**src/rtl/retire_window_pkg.sv**
```systemverilog
// Shared types for the in-order retirement window.
// Assumes nothing beyond a packed flag group per slot.
package retire_window_pkg;

    // Per-slot status bits
    typedef struct packed {
        logic live;   // slot holds an instruction in flight
        logic done;   // result has been written back
        logic is_br;  // instruction is a branch
        logic bad;    // branch was mispredicted
    } rw_flags_t;

endpackage

```
**src/rtl/rw_pointers.sv**
```systemverilog
// Head/tail pointer pair for a circular window of DEPTH slots.
// Each pointer has one wrap bit above the slot index, so equal indices
// with differing wrap bits mean full. A flush makes the window empty just
// past the retiring head. Assumes DEPTH is a power of two and at least 2,
// and that flush is only raised together with a pop.
module rw_pointers #(
    parameter int DEPTH = 16
) (
    input  logic                         clk,
    input  logic                         rst_n,
    input  logic                         push,
    input  logic                         pop,
    input  logic                         flush,
    output logic [$clog2(DEPTH)-1:0]     head_idx,
    output logic [$clog2(DEPTH)-1:0]     tail_idx,
    output logic                         full,
    output logic                         empty
);
    localparam int IDX_W = $clog2(DEPTH);
    localparam logic [IDX_W:0] STEP = 1;

    logic [IDX_W:0] head_q;
    logic [IDX_W:0] tail_q;

    // Advance the pointers; a flush collapses both to the slot after the head
    always_ff @(posedge clk) begin
        if (!rst_n) begin
            head_q <= '0;
            tail_q <= '0;
        end else if (flush) begin
            head_q <= head_q + STEP;
            tail_q <= head_q + STEP;
        end else begin
            if (push) tail_q <= tail_q + STEP;
            if (pop)  head_q <= head_q + STEP;
        end
    end

    // Derive slot indices and occupancy state
    always_comb begin
        head_idx = head_q[IDX_W-1:0];
        tail_idx = tail_q[IDX_W-1:0];
        empty    = (head_q == tail_q);
        full     = (head_q[IDX_W] != tail_q[IDX_W]) &&
                   (head_q[IDX_W-1:0] == tail_q[IDX_W-1:0]);
    end

endmodule

```
**src/rtl/rw_slots.sv**
```systemverilog
// Slot storage for the retirement window: flags, destination tag, result
// and correct target per slot. It has two read ports, one for the head
// slot and one for the slot being written back. A write-back to a slot
// that is not live is dropped. Assumes alloc and retire never name the
// same slot in one cycle, which full/empty gating in the parent guarantees.
module rw_slots
    import retire_window_pkg::*;
#(
    parameter int DEPTH  = 16,
    parameter int TAG_W  = 6,
    parameter int DATA_W = 32,
    parameter int PC_W   = 32
) (
    input  logic                      clk,
    input  logic                      rst_n,
    input  logic                      alloc_we,
    input  logic [$clog2(DEPTH)-1:0]  alloc_slot,
    input  logic [TAG_W-1:0]          alloc_dest,
    input  logic                      alloc_is_br,
    input  logic                      wb_we,
    input  logic [$clog2(DEPTH)-1:0]  wb_slot,
    input  logic [DATA_W-1:0]         wb_value,
    input  logic                      wb_bad,
    input  logic [PC_W-1:0]           wb_target,
    input  logic                      retire_we,
    input  logic [$clog2(DEPTH)-1:0]  retire_slot,
    input  logic                      flush,
    input  logic [$clog2(DEPTH)-1:0]  head_slot,
    output logic                      head_live,
    output logic                      head_done,
    output logic                      head_bad,
    output logic [TAG_W-1:0]          head_dest,
    output logic [DATA_W-1:0]         head_value,
    output logic [PC_W-1:0]           head_target,
    output logic                      wbq_live,
    output logic [TAG_W-1:0]          wbq_dest
);
    rw_flags_t         flg    [DEPTH];
    logic [TAG_W-1:0]  dest   [DEPTH];
    logic [DATA_W-1:0] value  [DEPTH];
    logic [PC_W-1:0]   target [DEPTH];

    for (genvar i = 0; i < DEPTH; i++) begin : g_slot
        // Update one slot: allocate, write back, retire or flush
        always_ff @(posedge clk) begin
            if (!rst_n) begin
                flg[i]    <= '0;
                dest[i]   <= '0;
                value[i]  <= '0;
                target[i] <= '0;
            end else if (flush) begin
                flg[i].live <= 1'b0;
            end else begin
                if (alloc_we && alloc_slot == i) begin
                    flg[i].live  <= 1'b1;
                    flg[i].done  <= 1'b0;
                    flg[i].is_br <= alloc_is_br;
                    flg[i].bad   <= 1'b0;
                    dest[i]      <= alloc_dest;
                end else if (retire_we && retire_slot == i) begin
                    flg[i].live  <= 1'b0;
                end
                if (wb_we && wb_slot == i && flg[i].live) begin
                    flg[i].done <= 1'b1;
                    flg[i].bad  <= wb_bad & flg[i].is_br;
                    value[i]    <= wb_value;
                    target[i]   <= wb_target;
                end
            end
        end
    end

    // Read the head slot and the slot addressed by the write-back
    always_comb begin
        head_live   = flg[head_slot].live;
        head_done   = flg[head_slot].done;
        head_bad    = flg[head_slot].bad;
        head_dest   = dest[head_slot];
        head_value  = value[head_slot];
        head_target = target[head_slot];
        wbq_live    = flg[wb_slot].live;
        wbq_dest    = dest[wb_slot];
    end

endmodule

```
**src/rtl/retire_window.sv**
```systemverilog
// In-order retirement window. It takes slots in program order, accepts
// results out of order, puts each result on the result bus, and retires
// the oldest slot once it is done. A mispredicted branch at the head
// retires, raises a redirect and empties the window. Assumes DEPTH is a
// power of two.
module retire_window #(
    parameter int DEPTH  = 16,
    parameter int TAG_W  = 6,
    parameter int DATA_W = 32,
    parameter int PC_W   = 32
) (
    input  logic                      clk,
    input  logic                      rst_n,
    input  logic                      alloc_valid,
    input  logic [TAG_W-1:0]          alloc_dest,
    input  logic                      alloc_is_br,
    output logic                      alloc_ready,
    output logic [$clog2(DEPTH)-1:0]  alloc_idx,
    input  logic                      wb_valid,
    input  logic [$clog2(DEPTH)-1:0]  wb_idx,
    input  logic [DATA_W-1:0]         wb_value,
    input  logic                      wb_mispredict,
    input  logic [PC_W-1:0]           wb_target,
    output logic                      bcast_valid,
    output logic [TAG_W-1:0]          bcast_dest,
    output logic [DATA_W-1:0]         bcast_value,
    output logic                      commit_valid,
    output logic [TAG_W-1:0]          commit_dest,
    output logic [DATA_W-1:0]         commit_value,
    output logic                      redirect_valid,
    output logic [PC_W-1:0]           redirect_pc
);
    localparam int IDX_W = $clog2(DEPTH);

    logic [IDX_W-1:0] head_idx;
    logic [IDX_W-1:0] tail_idx;
    logic             full;
    logic             empty;
    logic             alloc_fire;
    logic             head_live;
    logic             head_done;
    logic             head_bad;
    logic [PC_W-1:0]  head_target;
    logic             wbq_live;

    rw_pointers #(.DEPTH(DEPTH)) u_ptrs (
        .clk      (clk),
        .rst_n    (rst_n),
        .push     (alloc_fire),
        .pop      (commit_valid),
        .flush    (redirect_valid),
        .head_idx (head_idx),
        .tail_idx (tail_idx),
        .full     (full),
        .empty    (empty)
    );

    rw_slots #(
        .DEPTH(DEPTH), .TAG_W(TAG_W), .DATA_W(DATA_W), .PC_W(PC_W)
    ) u_slots (
        .clk         (clk),
        .rst_n       (rst_n),
        .alloc_we    (alloc_fire),
        .alloc_slot  (tail_idx),
        .alloc_dest  (alloc_dest),
        .alloc_is_br (alloc_is_br),
        .wb_we       (wb_valid),
        .wb_slot     (wb_idx),
        .wb_value    (wb_value),
        .wb_bad      (wb_mispredict),
        .wb_target   (wb_target),
        .retire_we   (commit_valid),
        .retire_slot (head_idx),
        .flush       (redirect_valid),
        .head_slot   (head_idx),
        .head_live   (head_live),
        .head_done   (head_done),
        .head_bad    (head_bad),
        .head_dest   (commit_dest),
        .head_value  (commit_value),
        .head_target (head_target),
        .wbq_live    (wbq_live),
        .wbq_dest    (bcast_dest)
    );

    // Retirement, redirect, allocation handshake and result bus
    always_comb begin
        commit_valid   = head_live & head_done;
        redirect_valid = commit_valid & head_bad;
        redirect_pc    = head_target;
        alloc_ready    = ~full & ~redirect_valid;
        alloc_fire     = alloc_valid & alloc_ready;
        alloc_idx      = tail_idx;
        bcast_valid    = wb_valid & wbq_live;
        bcast_value    = wb_value;
    end

endmodule

```
**config.mk**
```make
export PLATFORM = sky130hd
export DESIGN_NAME = retire_window
export DESIGN_NICKNAME = d
export VERILOG_FILES = /design/src/rtl/retire_window_pkg.sv /design/src/rtl/rw_pointers.sv /design/src/rtl/rw_slots.sv /design/src/rtl/retire_window.sv
export SDC_FILE = /design/constraint.sdc
export NUM_CORES = 2
export LEC_CHECK = 0
export CAP_MARGIN = 10
export CORE_AREA = 5 5 324 326
export CTS_CLUSTER_SIZE = 10
export DETAILED_ROUTE_END_ITERATION = 8
export DIE_AREA = 0 0 329 331
export DONT_BUFFER_PORTS = 1
export PLACE_DENSITY = 0.83
export SLEW_MARGIN = 10
export SYNTH_ARGS = -nofsm -noshare
export SYNTH_HDL_FRONTEND = slang
export SYNTH_SLANG_ARGS = --single-unit
```
**constraint.sdc**
```tcl
create_clock -name clk -period 9.06 [get_ports clk]
set_input_delay 1.812 -clock clk [delete_from_list [all_inputs] [get_ports clk]]
set_output_delay 1.812 -clock clk [all_outputs]
set_load 0.05 [all_outputs]
```
==> run metrics <==
gr usage total around 28%; Worst path slowest cell dfxtp_4; Compound-Gate Fraction of Synth Area 0.901%; Pleak around 21 nW; vias in the first global route 31,749; CP top delay family buffers and inverters; Net count, final around 3,400; synthesized cell area 55,400 sq um; CTS H-tree lvls 4; fin crit period 6.67 ns; Fill cells roughly 7,100; maxcap violations 0; WP data required 7.25 ns; worst slew pin tran about 1.3 ns; Simple-Gate Fraction of Synth Area 14.7%; syn avg cell area 16.3 sq um; Crit path buffers/inverters 2; RSZ-0062 raised after global routing no; syn nets 3,496; total iterations of the first detailed-routing run 8; endpoint class of the critical path output pin; layout cell share with drive strength beyond 1 19.9%; DRC 0; Die W approximately 330 um; sequential area share after synthesis between 60% and 70%; cell chain of the critical path buf_4 -> and3b_1 -> a22oi_1 -> o22a_1 -> nand4_4 -> inv_6 -> nor2_1; slowest stage delay, CP 0.85 ns; first-pass GRT wire length 216,000 um; CP Class reg2out; CTS tree done; Top FF cell, synth edfxtp_1; Pins Over Slew Limit 0; initial antenna violation count 2; insertion delay to the later sink of the worst-skew pair 0.74 ns; die height 331 um; # hold bufs at CTS 0; post-synthesis async set-or-reset flop share 0%; port buffer count 0; total power between 10 and 15 mW; worst-path fanout max between 40 and 50; row count ~120; warnings from Yosys 0; final hold vios 0; post-CTS resize count 0; period utilization 73.6%; DP Worst Slack roughly 3.2 ns; Die ar. ~110,000 sq um; hpwl dp approximately 77,000 um; placed cell count about 4,500; fin worst setup slack ~2.4 ns; Max clock buf depth 3; Worst setup SP type register; clk root buf clkbuf_16; Post-CTS Setup Inserts 0; core outline area roughly 100,000 sq um; Avg Vias per Cell around 6.5; Synth area leader edfxtp_1; Commonest cells post-synth edfxtp_1 (1,184), and2_1 (1,028), mux4_2 (392); status complete, no violations; Placer Congestion 0.918; most numerous cell in the Yosys netlist edfxtp_1; PD cells between 200 and 250 nW/um^2; gr ovfl total 0; Area Overhead vs Synth 8.13%; skew final roughly 0.023 ns; Fmax 150 MHz; Avg WL per Cell 31.8 um; 1st-iter DRT viols 4,807; via count roughly 30,000; mux cell area share after synthesis between 10% and 20%; crit path DAT between 4 and 5 ns; IO Pins about 200; # setup viols final 0; Mapped Cells around 3,400; final WL 149,000 um; post-synthesis xor/xnor area fraction less than 1%; clock slew at reported path FFs 0.05 ns; largest family of logic cells by synthesized area multiplexers; Rel. slew slack a little over an eighth; peak supply drop roughly 0.00013 V; setup TNS 0 ns; Yosys reg bits about 1,200; clk sinks around 1,200; Synth area leaders edfxtp_1 (64%), mux4_2 (16%), and2_1 (12%); Adder-Cell Fraction of Synth Area less than 1%; maximum number of pins on one net before global-route repair approximately 140; initial core utilization 54.6%; non-filler instance count after layout between 4,000 and 5,000; post-synth cell types 50; CTS buffer count 139; Synth top area share 64.2%; Post-synth EDFFs approximately 1,200; worst min-delay path category reg2reg; Detail Route Antenna Nets 0
[metal layers]
layer / GRT usage (%) / up-vias / wire length (um)
li1: - / 12373 / -
met1: 35.2 / 15550 / 50300
met2: 45.8 / 2264 / 74100
met3: 7.66 / 411 / 18900
met4: 10.6 / 0 / 5810
met5: 0 / - / 0
[layout by cell type, fill, tap and decap left out, types with 6 or more instances in the layout]
| cell type | n |
|---|---|
| a21oi_1 | 9 |
| a31oi_1 | 8 |
| and2_1 | 1028 |
| and3_1 | 24 |
| buf_4 | 68 |
| clkbuf_1 | 18 |
| clkbuf_16 | 142 |
| dfxtp_1 | 10 |
| diode_2 | 6 |
| edfxtp_1 | 1184 |
| ha_1 | 8 |
| inv_6 | 6 |
| mux4_2 | 392 |
| nand2_1 | 100 |
| nand2b_1 | 7 |
| nand3_1 | 13 |
| nand3b_1 | 6 |
| nand4_1 | 16 |
| nor2_1 | 136 |
| nor2b_1 | 6 |
| nor3_4 | 11 |
| o211ai_1 | 10 |
| o21ai_0 | 11 |
| o21ai_4 | 9 |
| o31ai_4 | 7 |
| xnor2_1 | 10 |
[layout make-up]
cell class | count | area (sq um) | share of cell area, %
diodes | 6 | 15.0 | 0.0251
inverters | 7 | 31.3 | 0.0522
well taps | 1368 | 1710 | 2.86
flip-flops and latches | 1198 | 35800 | 59.8
repair buffers | 71 | 571 | 0.952
clock buffers | 160 | 3620 | 6.04
multi-input cells | 1859 | 17900 | 29.9
clock inverters | 16 | 201 | 0.336
[where the power goes]
part	leakage (nW)	switching, mW	internal, mW
sequential	12.4	0.102	6.31
combinational	6.41	0.621	0.361
clock	1.87	2.12	2.81
total	20.6	2.84	9.48
[worst register-to-register path, delay by kind of cell (launching register included)]
family / cells / cell delay, ns
buffers and inverters: 2 / 1.68
muxes: 1 / 0.78
and+or+nand+nor: 2 / 0.72
AOI/OAI and AO/OA: 1 / 0.92
DFF: 1 / 0.89
[cells by family after synthesis]
| logic type | Yosys count |
|---|---|
| adders and majority gates | 8 |
| and+or+nand+nor | 1368 |
| muxes | 392 |
| AOI/OAI and AO/OA | 77 |
| buffers and inverters | 351 |
| DFF | 1198 |
| xor gates and xnor gates | 14 |
[metrics by stage]
step	instance area [sq um]	utilization (%)	hold slack, ns
after CTS	59900	59.0	0.551
after global routing	59900	59.0	0.565
after global placement	56100	55.3	0.525
after detailed placement	56100	55.3	0.539
final	59900	59.1	0.557
after floorplan	55400	-	0.520
[worst paths after layout]
kind	startpoint	endpoint	slack, ns	cells past startpoint
setup / recovery	register	alloc_ready	2.39	7
setup reg to reg	register	u_slots.value[13][22]	3.58	6
hold reg to reg	u_slots.flg[6][1]	u_slots.flg[6][0]	0.56	1
hold / removal	u_slots.flg[6][1]	u_slots.flg[6][0]	0.56	1
[flip-flops by register name, summed over array words and instances, names as in the netlist, named ones only]
signal,count
u_slots.value,512
u_slots.dest,96
u_ptrs.head_q,5
u_slots.target,512
u_ptrs.tail_q,5
u_slots.flg,64
Power figures use the tool's default switching activity.
